File: config.mk
export PLATFORM = sky130hd
export DESIGN_NAME = ext_irq_router
export DESIGN_NICKNAME = d
export VERILOG_FILES = /design/src/rtl/ext_irq_pkg.sv /design/src/rtl/eir_sync.sv /design/src/rtl/eir_bank.sv /design/src/rtl/eir_route.sv /design/src/rtl/ext_irq_router.sv
export SDC_FILE = /design/constraint.sdc
export NUM_CORES = 1
export LEC_CHECK = 0
export BUFFER_PORTS_ARGS = -buffer_cell sky130_fd_sc_hd__buf_2
export CAP_MARGIN = 20
export CORE_MARGIN = 1
export CORE_UTILIZATION = 34
export CTS_CLUSTER_SIZE = 25
export DETAILED_ROUTE_END_ITERATION = 7
export PLACE_DENSITY = 0.48
export SLEW_MARGIN = 20
export SYNTH_ARGS = -nofsm -noshare
export SYNTH_HDL_FRONTEND = slang
export SYNTH_SLANG_ARGS = --single-unit
File: constraint.sdc
create_clock -name clk_i -period 2.2 [get_ports clk_i]
set_input_delay 0.33 -clock clk_i [delete_from_list [all_inputs] [get_ports clk_i]]
set_output_delay 0.33 -clock clk_i [all_outputs]
set_load 0.01 [all_outputs]
File: src/rtl/ext_irq_pkg.sv
`timescale 1ns/1ps
package ext_irq_pkg;
  parameter int unsigned LINES_PER_BANK = 32;
  parameter int unsigned LINE_IDX_W     = 5;
  parameter int unsigned ADDR_W         = 16;
  parameter int unsigned DATA_W         = 32;

  typedef enum logic [1:0] {RK_STAT = 2'd0, RK_LVL = 2'd1, RK_MSK = 2'd2, RK_VEC = 2'd3} reg_kind_e;

  typedef struct packed {
    logic                  hit;
    reg_kind_e             kind;
    logic [1:0]            bank;
    logic [LINE_IDX_W-1:0] line;
  } reg_sel_t;

  function automatic reg_sel_t decode_addr(input logic [ADDR_W-1:0] a);
    reg_sel_t s;
    s = '0;
    if (a[15:10] == 6'd0 && a[9:8] != 2'b11 && a[7:5] == 3'd0 && a[2:0] == 3'd0) begin
      s.hit  = 1'b1;
      s.kind = reg_kind_e'(a[9:8]);
      s.bank = a[4:3];
    end else if (a[15:14] == 2'b01 && a[11:7] == 5'd0 && a[1:0] == 2'd0) begin
      s.hit  = 1'b1;
      s.kind = RK_VEC;
      s.bank = a[13:12];
      s.line = a[6:2];
    end
    return s;
  endfunction
endpackage

File: src/rtl/eir_sync.sv
`timescale 1ns/1ps
module eir_sync #(
  parameter int unsigned WIDTH  = 32,
  parameter int unsigned STAGES = 2
) (
  input  logic             clk_i,
  input  logic             rst_ni,
  input  logic [WIDTH-1:0] d_i,
  output logic [WIDTH-1:0] q_o
);
  logic [STAGES-1:0][WIDTH-1:0] stg_q;

  for (genvar s = 0; s < STAGES; s++) begin : g_stg
    always_ff @(posedge clk_i or negedge rst_ni) begin
      if (!rst_ni)     stg_q[s] <= '0;
      else if (s == 0) stg_q[s] <= d_i;
      else             stg_q[s] <= stg_q[(s == 0) ? 0 : s-1];
    end
  end

  assign q_o = stg_q[STAGES-1];
endmodule

File: src/rtl/eir_bank.sv
`timescale 1ns/1ps
module eir_bank
  import ext_irq_pkg::*;
#(
  parameter int unsigned VEC_W    = 3,
  parameter bit          HAS_MASK = 1'b1
) (
  input  logic                                     clk_i,
  input  logic                                     rst_ni,
  input  logic [LINES_PER_BANK-1:0]                irq_s_i,
  input  logic                                     wr_stat_i,
  input  logic                                     wr_lvl_i,
  input  logic                                     wr_msk_i,
  input  logic                                     wr_vec_i,
  input  logic [LINE_IDX_W-1:0]                    wr_line_i,
  input  logic [DATA_W-1:0]                        wdata_i,
  output logic [LINES_PER_BANK-1:0]                stat_o,
  output logic [LINES_PER_BANK-1:0]                lvl_o,
  output logic [LINES_PER_BANK-1:0]                msk_o,
  output logic [LINES_PER_BANK-1:0][VEC_W-1:0]     vec_o
);
  logic [LINES_PER_BANK-1:0] stat_q, lvl_q, s_d_q;
  logic [LINES_PER_BANK-1:0] rise, tog, stat_n;

  assign rise = irq_s_i & ~s_d_q;
  assign tog  = wr_stat_i ? wdata_i : '0;
  // level: mirror input, a toggle write pulses it; edge: toggle, then edge wins
  assign stat_n = (lvl_q & (irq_s_i | tog)) | (~lvl_q & ((stat_q ^ tog) | rise));

  always_ff @(posedge clk_i or negedge rst_ni) begin
    if (!rst_ni) begin
      stat_q <= '0;
      lvl_q  <= '0;
      s_d_q  <= '0;
    end else begin
      stat_q <= stat_n;
      s_d_q  <= irq_s_i;
      if (wr_lvl_i) lvl_q <= wdata_i;
    end
  end

  if (HAS_MASK) begin : g_msk
    logic [LINES_PER_BANK-1:0] msk_q;
    always_ff @(posedge clk_i or negedge rst_ni) begin
      if (!rst_ni)       msk_q <= '0;
      else if (wr_msk_i) msk_q <= wdata_i;
    end
    assign msk_o = msk_q;
  end else begin : g_nomsk
    logic unused_msk;
    assign unused_msk = wr_msk_i;
    assign msk_o      = '1;
  end

  for (genvar i = 0; i < LINES_PER_BANK; i++) begin : g_vec
    always_ff @(posedge clk_i or negedge rst_ni) begin
      if (!rst_ni) vec_o[i] <= '0;
      else if (wr_vec_i && wr_line_i == LINE_IDX_W'(i)) vec_o[i] <= wdata_i[VEC_W-1:0];
    end
  end

  assign stat_o = stat_q;
  assign lvl_o  = lvl_q;

  AST_EDGE_SETS: assert property (@(posedge clk_i) disable iff (!rst_ni)
    (|(rise & ~lvl_q)) |=> ((stat_q & $past(rise & ~lvl_q)) == $past(rise & ~lvl_q)));
  AST_LEVEL_TRACKS: assert property (@(posedge clk_i) disable iff (!rst_ni)
    (|(lvl_q & ~tog)) |=> ((stat_q & $past(lvl_q & ~tog)) == $past(irq_s_i & lvl_q & ~tog)));
  AST_TOGGLE_FLIPS: assert property (@(posedge clk_i) disable iff (!rst_ni)
    (|tog) |=> (((stat_q ^ $past(stat_q)) & $past(tog & ~lvl_q & ~rise)) == $past(tog & ~lvl_q & ~rise)));
  AST_EDGE_WINS: assert property (@(posedge clk_i) disable iff (!rst_ni)
    (|(tog & rise & ~lvl_q)) |=> ((stat_q & $past(tog & rise & ~lvl_q)) == $past(tog & rise & ~lvl_q)));
endmodule

File: src/rtl/eir_route.sv
`timescale 1ns/1ps
module eir_route #(
  parameter int unsigned NUM_LINES = 64,
  parameter int unsigned NUM_TRIG  = 4,
  parameter int unsigned VEC_W     = 3
) (
  input  logic                             clk_i,
  input  logic                             rst_ni,
  input  logic [NUM_LINES-1:0]             act_i,
  input  logic [NUM_LINES-1:0][VEC_W-1:0]  vec_i,
  output logic [NUM_TRIG-1:0]              trig_o
);
  logic [NUM_TRIG-1:0] hit;

  always_comb begin
    hit = '0;
    for (int t = 0; t < NUM_TRIG; t++) begin
      for (int l = 0; l < NUM_LINES; l++) begin
        if (act_i[l] && vec_i[l] == VEC_W'(t + 1)) hit[t] = 1'b1;
      end
    end
  end

  always_ff @(posedge clk_i or negedge rst_ni) begin
    if (!rst_ni) trig_o <= '0;
    else         trig_o <= hit;
  end

  AST_IDLE_QUIET: assert property (@(posedge clk_i) disable iff (!rst_ni)
    !(|act_i) |=> (trig_o == '0));
endmodule

File: src/rtl/ext_irq_router.sv
`timescale 1ns/1ps
module ext_irq_router
  import ext_irq_pkg::*;
#(
  parameter int unsigned NUM_BANKS   = 2,
  parameter int unsigned NUM_TRIG    = 4,
  parameter bit          HAS_MASK    = 1'b1,
  parameter int unsigned SYNC_STAGES = 2
) (
  input  logic                                 clk_i,
  input  logic                                 rst_ni,
  input  logic [NUM_BANKS*LINES_PER_BANK-1:0]  irq_i,
  input  logic                                 req_valid_i,
  input  logic                                 req_write_i,
  input  logic [ADDR_W-1:0]                    req_addr_i,
  input  logic [DATA_W-1:0]                    req_wdata_i,
  output logic                                 rsp_valid_o,
  output logic [DATA_W-1:0]                    rsp_rdata_o,
  output logic [NUM_TRIG-1:0]                  trig_o
);
  localparam int unsigned NUM_LINES = NUM_BANKS * LINES_PER_BANK;
  localparam int unsigned VEC_W     = $clog2(NUM_TRIG + 1);

  reg_sel_t sel;
  logic     bank_ok, wr_en;
  logic [NUM_LINES-1:0] irq_s, act;
  logic [NUM_LINES-1:0][VEC_W-1:0] vec_flat;
  logic [NUM_BANKS-1:0][LINES_PER_BANK-1:0] stat_all, lvl_all, msk_all;
  logic [NUM_BANKS-1:0][LINES_PER_BANK-1:0][VEC_W-1:0] vec_all;
  logic [DATA_W-1:0] rd_data;

  assign sel     = decode_addr(req_addr_i);
  assign bank_ok = sel.hit && (int'(sel.bank) < NUM_BANKS);
  assign wr_en   = req_valid_i && req_write_i && bank_ok;

  eir_sync #(.WIDTH(NUM_LINES), .STAGES(SYNC_STAGES)) u_sync (
    .clk_i (clk_i),
    .rst_ni(rst_ni),
    .d_i   (irq_i),
    .q_o   (irq_s)
  );

  for (genvar b = 0; b < NUM_BANKS; b++) begin : g_bank
    logic here;
    assign here = wr_en && (sel.bank == 2'(b));

    eir_bank #(.VEC_W(VEC_W), .HAS_MASK(HAS_MASK)) u_bank (
      .clk_i    (clk_i),
      .rst_ni   (rst_ni),
      .irq_s_i  (irq_s[b*LINES_PER_BANK +: LINES_PER_BANK]),
      .wr_stat_i(here && sel.kind == RK_STAT),
      .wr_lvl_i (here && sel.kind == RK_LVL),
      .wr_msk_i (here && sel.kind == RK_MSK),
      .wr_vec_i (here && sel.kind == RK_VEC),
      .wr_line_i(sel.line),
      .wdata_i  (req_wdata_i),
      .stat_o   (stat_all[b]),
      .lvl_o    (lvl_all[b]),
      .msk_o    (msk_all[b]),
      .vec_o    (vec_all[b])
    );

    assign act[b*LINES_PER_BANK +: LINES_PER_BANK] = stat_all[b] & msk_all[b];
    for (genvar i = 0; i < LINES_PER_BANK; i++) begin : g_flat
      assign vec_flat[b*LINES_PER_BANK + i] = vec_all[b][i];
    end
  end

  eir_route #(.NUM_LINES(NUM_LINES), .NUM_TRIG(NUM_TRIG), .VEC_W(VEC_W)) u_route (
    .clk_i (clk_i),
    .rst_ni(rst_ni),
    .act_i (act),
    .vec_i (vec_flat),
    .trig_o(trig_o)
  );

  always_comb begin
    rd_data = '0;
    for (int b = 0; b < NUM_BANKS; b++) begin
      if (bank_ok && sel.bank == 2'(b)) begin
        unique case (sel.kind)
          RK_STAT: rd_data = stat_all[b];
          RK_LVL:  rd_data = lvl_all[b];
          RK_MSK:  rd_data = msk_all[b];
          RK_VEC:  rd_data = DATA_W'(vec_all[b][sel.line]);
        endcase
      end
    end
  end

  always_ff @(posedge clk_i or negedge rst_ni) begin
    if (!rst_ni) begin
      rsp_valid_o <= 1'b0;
      rsp_rdata_o <= '0;
    end else begin
      rsp_valid_o <= req_valid_i && !req_write_i;
      if (req_valid_i && !req_write_i) rsp_rdata_o <= rd_data;
    end
  end

  AST_RSP_FOLLOWS_READ: assert property (@(posedge clk_i) disable iff (!rst_ni)
    (req_valid_i && !req_write_i) |=> rsp_valid_o);
  AST_NO_SPURIOUS_RSP: assert property (@(posedge clk_i) disable iff (!rst_ni)
    !(req_valid_i && !req_write_i) |=> !rsp_valid_o);
endmodule

==> results of run 1 <==
==> metrics by stage <==
| stage | TNS [ns] | worst slack [ns] | power [mW] | instance area (um2) | utilization [%] |
|---|---|---|---|---|---|
| 2_1_floorplan | -49.89 | -0.356 | 11.9 | 28600 | - |
| 3_3_place_gp | -248.50 | -1.11 | 12.8 | 37000 | 45.2 |
| 3_5_place_dp | -256.74 | -1.09 | 12.8 | 37000 | 45.2 |
| 4_1_cts | -0.911 | -0.106 | 25.8 | 40900 | 50.0 |
| 5_1_grt | -2.96 | -0.167 | 26.4 | 42000 | 51.3 |
| 6_report | -2.16 | -0.123 | 25.6 | 42000 | 51.3 |
==> registers in the layout, summed over array words and instances (netlist names) <==
name,cells
g_bank.u_bank.vec_o,192
u_route.trig_o,4
rsp_rdata_o,32
g_bank.u_bank.lvl_o,64
rsp_valid_o,1
u_sync.q_o,64
g_bank.u_bank.s_d_q,64
g_bank.u_bank.msk_o,64
u_sync.stg_q,64
g_bank.u_bank.stat_o,64
==> worst max-delay path: cells and delay by family <==
kind	cells	cell delay [ns]
simple gates	6	1.60
buf+inv	3	0.37
compound gates	1	0.24
mux	1	0.30
==> path summary, 6_finish.rpt <==
path                                                   startpoint                                endpoint  cells past startpoint
setup / recovery                                    req_addr_i[1]  g_bank[1].u_bank.vec_o[67]$_DFFE_PN0P_                     11
hold / removal                                     req_wdata_i[8]   g_bank[1].u_bank.lvl_o[8]$_DFFE_PN0P_                      2
setup reg to reg           g_bank[0].u_bank.msk_o[22]$_DFFE_PN0P_             u_route.trig_o[1]$_DFF_PN0_                     10
hold reg to reg                         u_sync.stg_q[7]$_DFF_PN0_                 u_sync.q_o[7]$_DFF_PN0_                      0
max in group asynchronous                                  rst_ni  g_bank[1].u_bank.lvl_o[28]$_DFFE_PN0P_                      4
min in group asynchronous                                  rst_ni   g_bank[1].u_bank.lvl_o[1]$_DFFE_PN0P_                      2
==> kinds of logic after synthesis <==
kind of cell	Yosys count	share of synthesized area (%)
AOI/OAI and AO/OA	441	10.0
xor gates and xnor gates	64	2.00
buffers and inverters	202	2.80
DFF	613	54.6
muxes	352	14.0
and+or+nand+nor	923	16.5
==> timing repair <==
action | CTS | global route
gates resized for setup | 106 | 200
pin swaps | 40 | 94
setup buffers | 12 | 21
cloned | 1 | 5
hold buffers | 78 | 0
hold endpoints to repair | 135 | 0
endpoints found under the setup margin | 155 | 252
==> area by class of cell <==
type | instances | area, um2
inverters | 93 | 349
multi-input cells | 1780 | 13600
clock buffers | 98 | 2080
fillers | 7365 | 39800
well taps | 1070 | 1340
diodes | 1 | 2.50
flip-flops and latches | 613 | 15300
clock inverters | 33 | 490
repair buffers | 1023 | 8850
==> report_power, final <==
group	total (mW)	internal, mW	switching [mW]
sequential	11.5	11.5	0.0656
combinational	1.22	0.452	0.769
clock	12.8	7.58	5.23
==> layer usage <==
layer  track usage, %  vias up  part of all wire (%)
met5                0        -                 0.039
met4             12.2        8                   4.7
met3             5.72      220                   6.9
met2             50.9      901                    45
met1             45.2    13093                    43
li1                 -    11231                     -
==> cells in the mapped netlist (6+ instances only) <==
cell type / count / area share (%)
a221oi_1: 7 / 0.22
nand3b_1: 9 / 0.24
dfrtp_1: 613 / 55
xnor2_1: 64 / 2.0
mux2_2: 307 / 12
a32oi_1: 10 / 0.31
inv_1: 93 / 1.2
clkbuf_1: 75 / 1.0
o41ai_1: 8 / 0.25
buf_2: 20 / 0.36
nor4_1: 30 / 0.67
a2111oi_0: 15 / 0.47
a22oi_1: 73 / 2.0
nor2_1: 115 / 1.5
nor3_1: 43 / 0.77
and3_1: 6 / 0.13
nand2_1: 420 / 5.6
a31oi_1: 13 / 0.29
nand4_1: 19 / 0.42
a211oi_1: 7 / 0.19
mux2i_1: 39 / 1.4
nor4b_1: 70 / 2.2
nor3b_1: 40 / 1.1
buf_1: 13 / 0.17
nand3_1: 48 / 0.86
o22ai_1: 26 / 0.58
o21ai_0: 130 / 2.3
o221ai_1: 15 / 0.47
or3_1: 6 / 0.13
nand2b_1: 72 / 1.6
a21oi_1: 98 / 1.7
nor2b_1: 16 / 0.36
==> cell usage in the layout (no fill, tap or decap), types with 62 or more instances in the layout <==
cell / Yosys / final
inv_1: 93 / 93
buf_12: 0 / 90
dfrtp_1: 613 / 611
nand2_1: 420 / 353
o21ai_0: 130 / 124
nor2_1: 115 / 83
mux2_4: 3 / 65
clkbuf_16: 0 / 78
buf_4: 1 / 673
buf_2: 20 / 146
a22oi_1: 73 / 72
dlygate4sd3_1: 0 / 78
a21oi_1: 98 / 94
nor4b_1: 70 / 62
nand2b_1: 72 / 70
mux2_2: 307 / 247
==> summary.md, run 1 <==
| Metric | Value |
|---|---|
| Final ANT Viol Nets | 0 |
| DR iter-0 viols | 2,100 |
| R2r setup slk | -0.12 ns |
| Mapped Cells | 2,595 |
| H-tree levels | 3 |
| Crit path time final | between 2 and 2.5 ns |
| Non-filler cells, final | 4,711 |
| Peak VDD IR | 0.674 mV |
| Post-Synthesis Cell Area | 0.0281 mm2 |
| Worst clock skew | 0.0221 ns |
| Overflow after GRT | 0 |
| Initial Util | 34.3% |
| Yosys synthesis warning count | 0 |
| Die Height | 289 um |
| Post-synth EDFFs | 0 |
| Worst hold slack | ~0.031 ns |
| Fin crit share | 106% |
| Slowest-stage cell, CP | or4_4 |
| Pin count of the biggest net entering global routing | 70 |
| Post-synthesis sequential area ratio | 54.6% |
| Vias in the first global route | ~26,000 |
| Top Ports | 153 |
| PD cells | 608 mW/mm2 |
| CTS buffer count | 74 |
| Row count | 105 |
| Mapped Nets | between 2,000 and 3,000 |
| Tot GR Track Use | 32.6% |
| Syn-to-layout area delta | 49.7% |
| Via count | 25,453 |
| Clk_lat worst skew | 0.65 ns |
| Clk root buf | clkbuf_16 |
| RSZ-0062 raised after global routing | true |
| Gpl congestion | between 1 and 1.5 |
| Crit path cell chain | buf_6 > nor4_4 > nand2_2 > buf_6 > or4_4 > a21o_4 > nor2_4 > buf_12 > nand2_8 > or3_4 > mux2_4 |
| Crit path DAT | around 2.9 ns |
| DP Wirelength | 108,000 um |
| Worst Path Required | ~2.7 ns |
| Global-route wire length before repair | ~190,000 um |
| Routed WL | 138,000 um |
| Worst setup margin | -0.123 ns |
| Slew Limit Fails | 0 |
| Failing checks | negative setup slack |
| Max-Cap Viols | 0 |
| CP dominant cell by count | buf_6 |
| Status | complete, but fails checks |
| CP Launch Type | input port |
| Max-slew headroom | 20.2% |
| DRC viols | 0 |
| Clock buffer depth | 3 |
| Worst-path clk slew | 0.06 ns |
| Share of cells above drive strength 1 | between 40% and 50% |
| Buffers added on ports | ~150 |
| Mean Syn Cell Area | 10.8 um2 |
| Final setup vio count | 57 |
| Hold Vio Cnt, Final | 0 |
| CP peak stage delay | 0.47 ns |
| DIE WIDTH | ~290 um |
| Initial antenna violation count | 5 |
| FFs w/ async S/R, synth | 100% |
| Worst Max-Slew Pin Slew | 1.19 ns |
| Post-synth cell types | 71 |
| Nets | approximately 3,700 |
| Die footprint | 0.0837 mm2 |
| Critical path peak fanout | 6 |
| Critical path type | in -> reg |
| Most used DFF post-synth | dfrtp_1 |
| Core footprint | 0.0818 mm2 |
| Hold crit path type | in -> reg |
| Crit end category | register |
| Max Clk Rate | 431 MHz |
| Pre-Repair DR Iteration Count | 6 |
| Vias per cell | 5.40 |
| Wirelength per Cell | between 20 and 30 um |
| Clk sinks | 613 |
| P_leak | 20.2 nW |
| CTS tree | done |
| Flops & latches, synth | 613 |
| Placed cell count | approximately 4,500 |
Power figures use the tool's default switching activity.
==> inputs of run 2 (changes only) <==
==> constraint.sdc (replaced) <==
create_clock -name clk_i -period 2.35 [get_ports clk_i]
set_input_delay 0.3525 -clock clk_i [delete_from_list [all_inputs] [get_ports clk_i]]
set_output_delay 0.3525 -clock clk_i [all_outputs]
set_load 0.01 [all_outputs]
==> run 2 against run 1 <==
  * The run still ends with negative setup slack left
  * Power fell by 6.0%
  * Sequential power is 6% lower
  * Hold slack better by 0.0041 ns
  * Combinational power shrank 11%
  * Clock-buffer cell count rose by 1
  * Largest cell class unchanged
  * Design area shrank 5.3%
  * Critical path depth shrank 2
  * Final cell count down 2.4%
  * Non-clock buffer count is 116 lower
==> summary.md, run 2 (synthesis gave the netlist of run 1 again) <==
| Metric | Value |
|---|---|
| Status | complete, but fails checks |
| Failing checks | negative setup slack |
| Dpl cell area | 0.0360 mm2 |
| P_leak | around 19 nW |
| CTS tree | done |
| DRC viols | 0 |
| Routed WL | 137,000 um |
| Global-route wire length before repair | 192,000 um |
| Post-Route Utilization | between 40% and 50% |
| Critical path peak fanout | 2 |
| Final ANT Viol Nets | 0 |
| Setup WS pre-CTS | -1.14 ns |
| Hold Vio Cnt, Final | 0 |
| Top Ports | between 150 and 200 |
| Top delay family on crit path | simple AND/OR/NAND/NOR gates |
| Nets | 3,585 |
| Clk_lat worst skew | 0.65 ns |
| CP Launch Type | register |
| Overflow after GRT | 0 |
| Fin crit share | 103% |
| Slew Limit Fails | 0 |
| R2r setup slk | -0.06 ns |
| Slowest-stage cell, CP | nor4_1 |
| Worst Max-Slew Pin Slew | 1.06 ns |
| Worst Path Required | 2.85 ns |
| Clock buffer depth | 3 |
| Most common cell after layout, fill and taps aside | buf_4 |
| Gpl congestion | between 1 and 1.5 |
| Crit path cell chain | nand2_1 > nor3b_1 > nor2b_1 > nor4_1 > nand4_1 > buf_4 > nor4_2 > buf_4 > nand3_2 |
| Critical path type | reg -> reg |
| Worst clock skew | 0.0476 ns |
| Pin count of the biggest net entering global routing | 81 |
| CP peak stage delay | 0.38 ns |
| Seq pwr share | 44.9% |
| Clk root buf | clkbuf_16 |
| RSZ-0062 raised after global routing | true |
| DP Wirelength | 109,000 um |
| Die footprint | 0.0837 mm2 |
| CP dominant cell by count | buf_4 |
| Vias in the first global route | roughly 25,000 |
| Crit end category | register |
| Clk sinks | 613 |
| Net Sw Power | between 5 and 6 mW |
| Peak VDD IR | 0.790 mV |
| Switching share of total power | 23.9% |
| Buffers added on ports | about 150 |
| Wirelength per Cell | approximately 30 um |
| Worst setup margin | -0.0610 ns |
| Comb power frac | 4.5% |
| Buf/Inv on CP | 2 |
| DIE WIDTH | 289 um |
| Core footprint | 0.0818 mm2 |
| Max Clk Rate | between 400 and 500 MHz |
| Crit path DAT | 2.91 ns |
| Non-filler cells, final | between 4,000 and 5,000 |
| Initial Util | 34.3% |
| Crit path time final | 2.41 ns |
| H-tree levels | 3 |
| Share of cells above drive strength 1 | 39.7% |
| Via count | 25,074 |
| PnR Total Power | around 24 mW |
| Vias per cell | 5.45 |
| Initial antenna violation count | 11 |
| Biggest register | g_bank.u_bank.vec_o |
| Max-slew headroom | 28.2% |
| Largest register FFs | 192 |
| Row count | 105 |
| Internal power | 18.3 mW |
| Clk pwr share | 50.6% |
| Placed cell count | 4,382 |
| Max-Cap Viols | 0 |
| CTS buffer count | 74 |
| Most frequent cells in the layout | 612 x buf_4, 611 x dfrtp_1, 408 x nand2_1 |
| Worst-path clk slew | 0.06 ns |
| Design area | 0.0398 mm2 |
| Die Height | 289 um |
| Hold crit path type | in -> reg |
| Final setup vio count | 1 |
| DR iter-0 viols | 2,012 |
| Syn-to-layout area delta | 41.8% |
| Tot GR Track Use | approximately a third |
| PD cells | 604 mW/mm2 |
| Pre-Repair DR Iteration Count | 5 |
==> run 2: per-stage QoR <==
step / hold WS, ns / setup TNS, ns
floorplan: 0.0569 / -19.15
global placement: 0.320 / -210.07
detailed placement: 0.331 / -214.27
CTS: 0.00242 / -0.0788
global route: 0.0266 / -0.122
finish: 0.0354 / -0.0610
==> run 2: layout make-up <==
type	count	area, um2
multi-input combinational	1780	12600
timing repair buffer	907	7550
fill	7585	42000
inverter	93	349
sequential	613	15300
antenna	1	2.50
clock inverter	36	503
clock buffer	99	2110
tap	1070	1340
==> run 2: what timing repair did <==
item	in CTS	in global routing
setup buffers	8	4
pin swaps	11	20
gates resized for setup	58	42
setup endpoints to repair	49	66
endpoints found under the hold margin	119	0
hold buffers	71	0
cloned	0	1
==> run 2: power groups by stage <==
| stage | Clock, mW | Combinational, mW | Sequential, mW |
|---|---|---|---|
| detailed placement | 0 | 0.983 | 11.0 |
| floorplan | 0 | 0.218 | 11.0 |
| global placement | 0 | 0.977 | 11.0 |
| finish | 12.2 | 1.08 | 10.8 |
| global route | 12.8 | 1.16 | 10.8 |
| CTS | 12.4 | 1.08 | 10.8 |
==> run 2: worst paths after layout <==
kind | startpoint | end | cells past startpoint
worst max register to register | g_bank[0].u_bank.msk_o[22]$_DFFE_PN0P_ | u_route.trig_o[1]$_DFF_PN0_ | 9
min in group asynchronous | rst_ni | u_sync.q_o[5]$_DFF_PN0_ | 2
max in group asynchronous | rst_ni | g_bank[0].u_bank.vec_o[91]$_DFFE_PN0P_ | 4
worst min register to register | u_sync.stg_q[23]$_DFF_PN0_ | u_sync.q_o[23]$_DFF_PN0_ | 0
worst max-delay path | g_bank[0].u_bank.msk_o[22]$_DFFE_PN0P_ | u_route.trig_o[1]$_DFF_PN0_ | 9
worst min-delay path | req_wdata_i[13] | g_bank[0].u_bank.lvl_o[13]$_DFFE_PN0P_ | 2
==> run 2: per-layer routing <==
layer / global-route usage [%] / share of wire [%] / wire [um] / up-vias
li1: - / - / - / 10986
met1: 46.3 / 45 / 61800 / 12904
met2: 51.1 / 45 / 61200 / 916
met3: 4.43 / 5.6 / 7660 / 252
met4: 13.4 / 4.7 / 6400 / 16
met5: 0 / 0.076 / 104 / -
==> run 2: worst reg2reg max path, stage by stage, from the launching register on <==
cell and delay, ns:
dfrtp_1 0.37, nand2_1 0.25, nor3b_1 0.14, nor2b_1 0.23, nor4_1 0.38, nand4_1 0.17, buf_4 0.20, nor4_2 0.27
buf_4 0.17, nand3_2 0.09
